--- config.mk ---
export PLATFORM = sky130hd
export DESIGN_NAME = bus_recovery_top
export DESIGN_NICKNAME = d
export VERILOG_FILES = /design/src/rtl/bus_recovery_pkg.sv /design/src/rtl/bus_recovery_sync.sv /design/src/rtl/bus_recovery_timer.sv /design/src/rtl/bus_recovery_fsm.sv /design/src/rtl/bus_recovery_top.sv
export SDC_FILE = /design/constraint.sdc
export NUM_CORES = 1
export LEC_CHECK = 0
export CAP_MARGIN = 20
export CORE_MARGIN = 2
export CORE_UTILIZATION = 55
export CTS_BUF_LIST = sky130_fd_sc_hd__clkbuf_4
export DETAILED_ROUTE_END_ITERATION = 10
export GPL_ROUTABILITY_DRIVEN = 0
export PLACE_DENSITY_LB_ADDON = 0.12
export SLEW_MARGIN = 10
export SYNTH_ARGS = -nofsm -noshare
export SYNTH_HDL_FRONTEND = slang
export SYNTH_SLANG_ARGS = --single-unit
--- constraint.sdc ---
create_clock -name clk -period 3.75 [get_ports clk]
set_input_delay 0.5625 -clock clk [delete_from_list [all_inputs] [get_ports clk]]
set_output_delay 0.5625 -clock clk [all_outputs]
set_load 0.03 [all_outputs]
--- src/rtl/bus_recovery_pkg.sv ---
// Package: shared types for the bus recovery sequencer.
// Holds the phase and duration enumerations, the pair of line enables,
// and the pure functions that map a phase to its drive and its duration.
package bus_recovery_pkg;

    typedef enum logic [3:0] {
        PH_IDLE,
        PH_S1_SU,
        PH_S1_HD,
        PH_CK_LO,
        PH_CK_HI,
        PH_S2_LO,
        PH_S2_SU,
        PH_S2_HD,
        PH_P_LO,
        PH_P_SU,
        PH_P_BUF
    } phase_e;

    typedef enum logic [2:0] {
        DUR_LOW,
        DUR_HIGH,
        DUR_SU_STA,
        DUR_HD_STA,
        DUR_SU_STO,
        DUR_BUF
    } dur_e;

    typedef struct packed {
        logic scl_oe;
        logic sda_oe;
    } drive_t;

    // Enables that hold while a phase is active (1 = pull low)
    function automatic drive_t drive_of(phase_e p);
        drive_t d;
        case (p)
            PH_S1_HD: d = '{scl_oe: 1'b0, sda_oe: 1'b1};
            PH_CK_LO: d = '{scl_oe: 1'b1, sda_oe: 1'b0};
            PH_S2_LO: d = '{scl_oe: 1'b1, sda_oe: 1'b0};
            PH_S2_HD: d = '{scl_oe: 1'b0, sda_oe: 1'b1};
            PH_P_LO:  d = '{scl_oe: 1'b1, sda_oe: 1'b1};
            PH_P_SU:  d = '{scl_oe: 1'b0, sda_oe: 1'b1};
            default:  d = '{scl_oe: 1'b0, sda_oe: 1'b0};
        endcase
        return d;
    endfunction

    // Which timing count a phase lasts for
    function automatic dur_e dur_of(phase_e p);
        dur_e r;
        case (p)
            PH_S1_SU, PH_S2_SU: r = DUR_SU_STA;
            PH_S1_HD, PH_S2_HD: r = DUR_HD_STA;
            PH_CK_HI:           r = DUR_HIGH;
            PH_P_SU:            r = DUR_SU_STO;
            PH_P_BUF:           r = DUR_BUF;
            default:            r = DUR_LOW;
        endcase
        return r;
    endfunction

    function automatic int imax(int a, int b);
        return (a > b) ? a : b;
    endfunction

endpackage

--- src/rtl/bus_recovery_sync.sv ---
// Module: bus_recovery_sync
// Brings the asynchronous line level into the clock domain through a
// chain of STAGES flops. Assumes STAGES >= 1; resets to RST_VAL (an idle
// bus reads high).
module bus_recovery_sync #(
    parameter int   STAGES  = 2,
    parameter logic RST_VAL = 1'b1
) (
    input  logic clk,
    input  logic rst_n,
    input  logic d_i,
    output logic q_o
);
    logic [STAGES-1:0] chain;

    generate
        if (STAGES == 1) begin : g_one
            // Single-stage capture
            always_ff @(posedge clk) begin
                if (!rst_n) chain <= RST_VAL;
                else        chain <= d_i;
            end
        end else begin : g_many
            // Shift the level along the chain
            always_ff @(posedge clk) begin
                if (!rst_n) chain <= {STAGES{RST_VAL}};
                else        chain <= {chain[STAGES-2:0], d_i};
            end
        end
    endgenerate

    assign q_o = chain[STAGES-1];
endmodule

--- src/rtl/bus_recovery_timer.sv ---
// Module: bus_recovery_timer
// Phase timer. On load_i it takes the count picked by dur_i and fast_i,
// minus one, then counts down to zero; expire_o is high while the count is
// zero, so a phase loaded with N lasts exactly N cycles. Assumes every
// count parameter is at least 1.
module bus_recovery_timer
    import bus_recovery_pkg::*;
#(
    parameter int SLOW_LOW    = 260,
    parameter int SLOW_HIGH   = 120,
    parameter int SLOW_SU_STA = 120,
    parameter int SLOW_HD_STA = 120,
    parameter int SLOW_SU_STO = 120,
    parameter int SLOW_BUF    = 260,
    parameter int FAST_LOW    = 80,
    parameter int FAST_HIGH   = 80,
    parameter int FAST_SU_STA = 50,
    parameter int FAST_HD_STA = 50,
    parameter int FAST_SU_STO = 50,
    parameter int FAST_BUF    = 100
) (
    input  logic clk,
    input  logic rst_n,
    input  logic load_i,
    input  dur_e dur_i,
    input  logic fast_i,
    output logic expire_o
);
    localparam int SLOW_MAX = imax(imax(imax(SLOW_LOW, SLOW_HIGH), imax(SLOW_SU_STA, SLOW_HD_STA)),
                                   imax(SLOW_SU_STO, SLOW_BUF));
    localparam int FAST_MAX = imax(imax(imax(FAST_LOW, FAST_HIGH), imax(FAST_SU_STA, FAST_HD_STA)),
                                   imax(FAST_SU_STO, FAST_BUF));
    localparam int CNT_W    = $clog2(imax(SLOW_MAX, FAST_MAX) + 1);

    logic [CNT_W-1:0] cnt;
    logic [CNT_W-1:0] sel;

    // Pick the reload count for the phase being entered
    always_comb begin
        case (dur_i)
            DUR_HIGH:   sel = fast_i ? CNT_W'(FAST_HIGH)   : CNT_W'(SLOW_HIGH);
            DUR_SU_STA: sel = fast_i ? CNT_W'(FAST_SU_STA) : CNT_W'(SLOW_SU_STA);
            DUR_HD_STA: sel = fast_i ? CNT_W'(FAST_HD_STA) : CNT_W'(SLOW_HD_STA);
            DUR_SU_STO: sel = fast_i ? CNT_W'(FAST_SU_STO) : CNT_W'(SLOW_SU_STO);
            DUR_BUF:    sel = fast_i ? CNT_W'(FAST_BUF)    : CNT_W'(SLOW_BUF);
            default:    sel = fast_i ? CNT_W'(FAST_LOW)    : CNT_W'(SLOW_LOW);
        endcase
    end

    // Reload on phase entry, otherwise count down and rest at zero
    always_ff @(posedge clk) begin
        if (!rst_n)          cnt <= '0;
        else if (load_i)     cnt <= sel - CNT_W'(1);
        else if (cnt != '0)  cnt <= cnt - CNT_W'(1);
    end

    assign expire_o = (cnt == '0);


    cnt_step_chk: assert property (@(posedge clk) disable iff (!rst_n)
        (!load_i && cnt != '0) |=> (cnt == $past(cnt) - CNT_W'(1)));


    cnt_rest_chk: assert property (@(posedge clk) disable iff (!rst_n)
        (!load_i && cnt == '0) |=> (cnt == '0));
endmodule

--- src/rtl/bus_recovery_fsm.sv ---
// Module: bus_recovery_fsm
// Phase sequencer: start, NUM_CLKS dummy clocks, second start, stop, bus
// free, then the line check. The enables are registered from the next
// phase, so they change on the same edge as the phase and never glitch.
// Assumes the timer reloads on load_o and reports expire_i when the
// current phase has run its count.
module bus_recovery_fsm
    import bus_recovery_pkg::*;
#(
    parameter int NUM_CLKS = 9
) (
    input  logic clk,
    input  logic rst_n,
    input  logic trig_i,
    input  logic fast_i,
    input  logic expire_i,
    input  logic sda_sync_i,
    output logic load_o,
    output dur_e dur_o,
    output logic fast_eff_o,
    output logic scl_oe_o,
    output logic sda_oe_o,
    output logic busy_o,
    output logic done_o,
    output logic fail_o
);
    localparam int CK_W = $clog2(NUM_CLKS + 1);

    phase_e          state, state_n;
    logic [CK_W-1:0] ck_cnt;
    logic            fast_q;
    drive_t          drv_q;
    logic            done_q, fail_q;
    logic            last_clk;
    logic            accept;

    assign accept   = (state == PH_IDLE) && trig_i;
    assign last_clk = (ck_cnt == CK_W'(NUM_CLKS - 1));

    // Next-phase choice and timer reload request
    always_comb begin
        state_n = state;
        load_o  = 1'b0;
        case (state)
            PH_IDLE: begin
                if (trig_i) begin
                    state_n = PH_S1_SU;
                    load_o  = 1'b1;
                end
            end
            PH_P_BUF: begin
                if (expire_i) state_n = PH_IDLE;
            end
            default: begin
                if (expire_i) begin
                    load_o = 1'b1;
                    case (state)
                        PH_S1_SU: state_n = PH_S1_HD;
                        PH_S1_HD: state_n = PH_CK_LO;
                        PH_CK_LO: state_n = PH_CK_HI;
                        PH_CK_HI: state_n = last_clk ? PH_S2_LO : PH_CK_LO;
                        PH_S2_LO: state_n = PH_S2_SU;
                        PH_S2_SU: state_n = PH_S2_HD;
                        PH_S2_HD: state_n = PH_P_LO;
                        PH_P_LO:  state_n = PH_P_SU;
                        default:  state_n = PH_P_BUF;
                    endcase
                end
            end
        endcase
    end

    assign dur_o      = dur_of(state_n);
    assign fast_eff_o = (state == PH_IDLE) ? fast_i : fast_q;

    // Phase register and registered line enables
    always_ff @(posedge clk) begin
        if (!rst_n) begin
            state <= PH_IDLE;
            drv_q <= '0;
        end else begin
            state <= state_n;
            drv_q <= drive_of(state_n);
        end
    end

    // Mode latch and dummy clock count
    always_ff @(posedge clk) begin
        if (!rst_n) begin
            fast_q <= 1'b0;
            ck_cnt <= '0;
        end else if (accept) begin
            fast_q <= fast_i;
            ck_cnt <= '0;
        end else if (state == PH_CK_HI && expire_i) begin
            ck_cnt <= ck_cnt + CK_W'(1);
        end
    end

    // Completion pulse and line check at the end of bus free
    always_ff @(posedge clk) begin
        if (!rst_n) begin
            done_q <= 1'b0;
            fail_q <= 1'b0;
        end else begin
            done_q <= (state == PH_P_BUF) && expire_i;
            if ((state == PH_P_BUF) && expire_i) fail_q <= ~sda_sync_i;
        end
    end

    assign scl_oe_o = drv_q.scl_oe;
    assign sda_oe_o = drv_q.sda_oe;
    assign busy_o   = (state != PH_IDLE);
    assign done_o   = done_q;
    assign fail_o   = fail_q;


    ck_cnt_range_chk: assert property (@(posedge clk) disable iff (!rst_n)
        ck_cnt <= CK_W'(NUM_CLKS));


    clk_sda_free_chk: assert property (@(posedge clk) disable iff (!rst_n)
        (state == PH_CK_LO || state == PH_CK_HI) |-> !drv_q.sda_oe);


    done_pulse_chk: assert property (@(posedge clk) disable iff (!rst_n)
        done_q |=> !done_q);


    done_idle_chk: assert property (@(posedge clk) disable iff (!rst_n)
        done_q |-> (state == PH_IDLE));


    no_restart_chk: assert property (@(posedge clk) disable iff (!rst_n)
        (state != PH_IDLE && state != PH_S1_SU) |=> (state != PH_S1_SU));


    stop_edge_chk: assert property (@(posedge clk) disable iff (!rst_n)
        ($fell(drv_q.sda_oe) && !drv_q.scl_oe) |-> (state == PH_P_BUF));


    start_edge_chk: assert property (@(posedge clk) disable iff (!rst_n)
        ($rose(drv_q.sda_oe) && !drv_q.scl_oe) |-> (state == PH_S1_HD || state == PH_S2_HD));
endmodule

--- src/rtl/bus_recovery_top.sv ---
// Module: bus_recovery_top
// Bus recovery sequencer top: joins the line synchronizer, the phase timer
// and the phase sequencer. Assumes the two enables drive open-drain pads
// and that sda_i reads the resolved data line.
module bus_recovery_top #(
    parameter int NUM_CLKS    = 9,
    parameter int SYNC_STAGES = 2,
    parameter int SLOW_LOW    = 260,
    parameter int SLOW_HIGH   = 120,
    parameter int SLOW_SU_STA = 120,
    parameter int SLOW_HD_STA = 120,
    parameter int SLOW_SU_STO = 120,
    parameter int SLOW_BUF    = 260,
    parameter int FAST_LOW    = 80,
    parameter int FAST_HIGH   = 80,
    parameter int FAST_SU_STA = 50,
    parameter int FAST_HD_STA = 50,
    parameter int FAST_SU_STO = 50,
    parameter int FAST_BUF    = 100
) (
    input  logic clk,
    input  logic rst_n,
    input  logic trig_i,
    input  logic fast_i,
    input  logic sda_i,
    output logic scl_oe_o,
    output logic sda_oe_o,
    output logic busy_o,
    output logic done_o,
    output logic fail_o
);
    import bus_recovery_pkg::*;

    logic sda_sync;
    logic load;
    dur_e dur;
    logic fast_eff;
    logic expire;

    bus_recovery_sync #(
        .STAGES  (SYNC_STAGES),
        .RST_VAL (1'b1)
    ) sync_i (
        .clk   (clk),
        .rst_n (rst_n),
        .d_i   (sda_i),
        .q_o   (sda_sync)
    );

    bus_recovery_timer #(
        .SLOW_LOW    (SLOW_LOW),
        .SLOW_HIGH   (SLOW_HIGH),
        .SLOW_SU_STA (SLOW_SU_STA),
        .SLOW_HD_STA (SLOW_HD_STA),
        .SLOW_SU_STO (SLOW_SU_STO),
        .SLOW_BUF    (SLOW_BUF),
        .FAST_LOW    (FAST_LOW),
        .FAST_HIGH   (FAST_HIGH),
        .FAST_SU_STA (FAST_SU_STA),
        .FAST_HD_STA (FAST_HD_STA),
        .FAST_SU_STO (FAST_SU_STO),
        .FAST_BUF    (FAST_BUF)
    ) timer_i (
        .clk      (clk),
        .rst_n    (rst_n),
        .load_i   (load),
        .dur_i    (dur),
        .fast_i   (fast_eff),
        .expire_o (expire)
    );

    bus_recovery_fsm #(
        .NUM_CLKS (NUM_CLKS)
    ) fsm_i (
        .clk        (clk),
        .rst_n      (rst_n),
        .trig_i     (trig_i),
        .fast_i     (fast_i),
        .expire_i   (expire),
        .sda_sync_i (sda_sync),
        .load_o     (load),
        .dur_o      (dur),
        .fast_eff_o (fast_eff),
        .scl_oe_o   (scl_oe_o),
        .sda_oe_o   (sda_oe_o),
        .busy_o     (busy_o),
        .done_o     (done_o),
        .fail_o     (fail_o)
    );
endmodule

==> results of run 1 <==
-- per-layer routing --
layer  routed length (um)  global-route usage, %  part of all wire [%]  vias up
met5                    0                      0                     0        -
met4                   54                   7.97                   1.4        0
met3                  252                   2.90                   6.6        7
met2                 1760                   38.5                    46       60
met1                 1750                   36.3                    46      739
li1                     -                      -                     -      755
-- power by group --
group | internal [mW] | switching, mW
Clock | 0.108 | 0.0807
Sequential | 0.301 | 0.0550
Combinational | 0.234 | 0.368
Total | 0.643 | 0.503
-- worst max-delay path by stage --
stage / startpoint / end / slack [ns] / cells past startpoint
3_5_place_dp: trig_i / timer_i.cnt[4]$_SDFFE_PN0P_ / 0.43 / 12
3_3_place_gp: trig_i / timer_i.cnt[7]$_SDFFE_PN0P_ / 0.51 / 9
4_1_cts: timer_i.cnt[6]$_SDFFE_PN0P_ / timer_i.cnt[4]$_SDFFE_PN0P_ / 0.52 / 11
2_1_floorplan: timer_i.cnt[6]$_SDFFE_PN0P_ / timer_i.cnt[6]$_SDFFE_PN0P_ / 0.83 / 8
5_1_grt: timer_i.cnt[6]$_SDFFE_PN0P_ / timer_i.cnt[4]$_SDFFE_PN0P_ / 0.13 / 11
6_report: timer_i.cnt[6]$_SDFFE_PN0P_ / timer_i.cnt[4]$_SDFFE_PN0P_ / 0.47 / 11
-- sequential cells by signal, summed over array words and instances, names as in the netlist --
register,flops
fsm_i.ck_cnt,4
fsm_i.done_o,1
fsm_i.fail_o,1
fsm_i.fast_q,1
fsm_i.scl_oe_o,1
fsm_i.sda_oe_o,1
fsm_i.state,4
sync_i.chain,2
timer_i.cnt,9
-- synthesized netlist by cell type, types with 2 or more instances --
library cell  number  area share, %
nand2b_1           3            1.2
a31oi_1            6            2.3
a21o_1             6            2.8
a211oi_1           3            1.4
or4_4              2            1.4
o21a_1             3            1.4
nor3b_1            3            1.4
nand4_1            3            1.2
o31ai_1            2           0.94
and2_1             2           0.78
nor2_1            32            7.5
clkbuf_1           4           0.94
o21ai_0            5            1.6
buf_2              2           0.62
xnor2_1            3            1.6
dfxtp_1           24             30
and3_1             2           0.78
mux2i_1            2            1.2
inv_1              7            1.6
nand2_1           13            3.0
o211ai_1           2           0.94
a31o_2             2            1.1
nor3_1             6            1.9
or3_1              3            1.2
nor4_2             2            1.6
nand3_1            8            2.5
a21oi_1           14            4.4
xor2_1             2            1.1
a221oi_2           2            1.9
ha_1               3            2.3
-- worst reg2reg max path: stages, from the launching register on --
cell,delay [ns]
dfxtp_1,0.38
nor4_2,0.39
nand3_1,0.34
o211ai_1,0.54
nand3_1,0.24
a211oi_1,0.37
a21oi_1,0.08
ha_1,0.27
nand3_1,0.09
nor2_1,0.05
or3_1,0.32
a21oi_1,0.14
-- area by class of cell --
cell class              count  share of cell area (%)
multi-input cells         161                    60.3
clock buffers               3                    1.28
flip-flops and latches     24                    27.3
well taps                  31                    2.20
inverters                   8                    1.70
repair buffers             10                    5.54
clock inverters             1                    1.70
-- logic make-up (layout without fill, tap and decap cells) --
logic type / after synthesis / after routing / share of synthesized area (%)
multiplexers: 5 / 5 / 3.59
flip-flops: 24 / 24 / 30.0
adder cells (fa/ha/maj): 3 / 3 / 2.34
AO/OA/AOI/OAI: 57 / 57 / 26.9
XOR/XNOR: 5 / 5 / 2.73
buffers and inverters: 15 / 22 / 3.67
AND/OR/NAND/NOR: 91 / 91 / 30.8
-- per-stage QoR --
stage,worst slack [ns],std cells
6_report,0.467,238
5_1_grt,0.132,238
4_1_cts,0.516,238
3_5_place_dp,0.433,234
3_3_place_gp,0.513,234
2_1_floorplan,0.828,200
==> impl_metrics.py, run 1 <==
metrics = {
    "layout": {
        "final-seq-area_um2": 480,
        "fin_util_pct": 63.9,
        "final_common_cell": "nor2_1",
        "areaGrowthSynthToFinish_pct": 9.99,
        "nFillCells": 256,
        "final_cell_mix": "nor2_1 (32), dfxtp_1 (24), a21oi_1 (14), nand2_1 (13), clkdlybuf4s50_1 (9)",
        "num_antenna_cells": 0,
        "stdcell_area_um2": 1760,
        "layout.nets": 216,
        "multi_input_area_um2": 1060,
        "drive_gt1_share_pct": 11.6,
    },
    "logic_synthesis": {
        "yosysWarningCount": 0,
        "syn_inst": 200,
        "synth-async-reset-ratio_pct": 0,
        "syn_avg_cell_area_um2": 8.01,
        "ys.flop_type": "dfxtp_1",
        "syn-num-nets": 208,
        "synth-edff-count": 0,
        "ys_ff_latch": 24,
        "synth.distinct_cells": 59,
        "yosysSeqAreaShare_pct": 30.0,
        "netlist_area_um2": 1600,
    },
    "drt": {
        "dr.pass1.iters": 4,
        "drc": 0,
        "drt_iter0_drc": 197,
        "vias": 1561,
        "drt-vias-per-instance": 6.56,
        "wirelength_um": 3810,
        "ant_nets": 0,
        "wire_per_inst_um": 16.0,
    },
    "floorplanning": {
        "die_y_um": 58.0,
        "rows": 19,
        "io_pins": 10,
        "core_area_um2": 2760,
        "dieWidth_um": 58.0,
        "dieArea_um2": 3360,
        "initial_core_util_pct": 58.1,
    },
    "grt": {
        "grt_pass1_wl_um": 6560,
        "grt_pass1_vias": 1457,
        "grt_overflow": 0,
        "grt_start_max_net_pins": 21,
        "antenna_found_initial": 0,
        "grt_use_total_pct": 24.9,
    },
    "pwr": {
        "p_leak_nw": 0.673,
        "power_mw": 1.15,
        "p_per_area_nw_per_um2": 651,
        "ir_worst_vdd_mv": 0.561,
    },
    "sta": {
        "period_share_pct": 87.6,
        "tightestPinTransition_ns": 0.930,
        "hold_viol_final": 0,
        "relSlewSlack_pct": 37.4,
        "skew_ns": 0.0130,
        "rsz0062_at_grt": "false",
        "layout_min_cycle_time_ns": 3.28,
        "max_freq_ghz": 0.305,
        "tns_ns": 0,
        "whs_ns": 0.428,
        "drv_slew": 0,
        "final-setup-viol-count": 0,
    },
    "setup_path": {
        "max_stage_delay_ns": 0.54,
        "crit_buf_inv": 0,
        "critPathKind": "register to register",
        "worstPathRequired_ns": 4.00,
        "r2r_cells": 11,
        "worst_setup_path_start_kind": "register",
        "cp_common_cell": "nand3_1",
        "crit_path_end_kind": "register",
        "crit_family": "simple AND/OR/NAND/NOR gates",
        "r2r_setup_slack_ns": 0.47,
        "crit_arrival_ns": 3.53,
        "slowest_stage": "o211ai_1",
        "cp_max_fo": 7,
        "reg2reg_to": "timer_i.cnt[4]$_SDFFE_PN0P_",
        "crit_chain": "nor4_2 -> nand3_1 -> o211ai_1 -> nand3_1 -> a211oi_1 -> a21oi_1 -> ha_1 -> nand3_1 -> nor2_1 -> or3_1 -> a21oi_1",
        "r2r-start": "timer_i.cnt[6]$_SDFFE_PN0P_",
    },
    "clock_tree": {
        "insertion_delay_ns": 0.32,
        "htree_levels": 1,
        "clk_pin_slew_ns": 0.14,
        "clock-sinks": 24,
        "cts_max_path_buffers": 2,
        "cts_resized": 0,
        "cts_hold_buffers": 0,
        "cts_buffers": 3,
        "cts_setup_buffers": 0,
        "cts_tree": "yes",
        "root_buffer": "clkbuf_4",
    },
    "worst_hold_path": {
        "min_delay_path_depth": 1,
        "hold_end": "sync_i.chain[1]$_SDFF_PN1_",
        "holdCritPathClass": "register to register",
        "hp-start": "sync_i.chain[0]$_SDFF_PN1_",
    },
    "job": {
        "cap_violations": 0,
    },
    "placed_design": {
        "hpwl_um": 2900,
        "portBuffers": 9,
        "place_area_um2": 1710,
    },
    "run_status": {
        "status": "completed",
    },
}
No activity file was read; power rests on OpenSTA's default activity.
==> inputs of run 2 (changes only) <==
--- a/config.mk
+++ b/config.mk
@@ -16,3 +16,4 @@
 export SYNTH_ARGS = -nofsm -noshare
 export SYNTH_HDL_FRONTEND = slang
 export SYNTH_SLANG_ARGS = --single-unit
+export TNS_END_PERCENT = 1
==> results of run 2 <==
Final layout, timing and power as in run 1 (identical DEF).
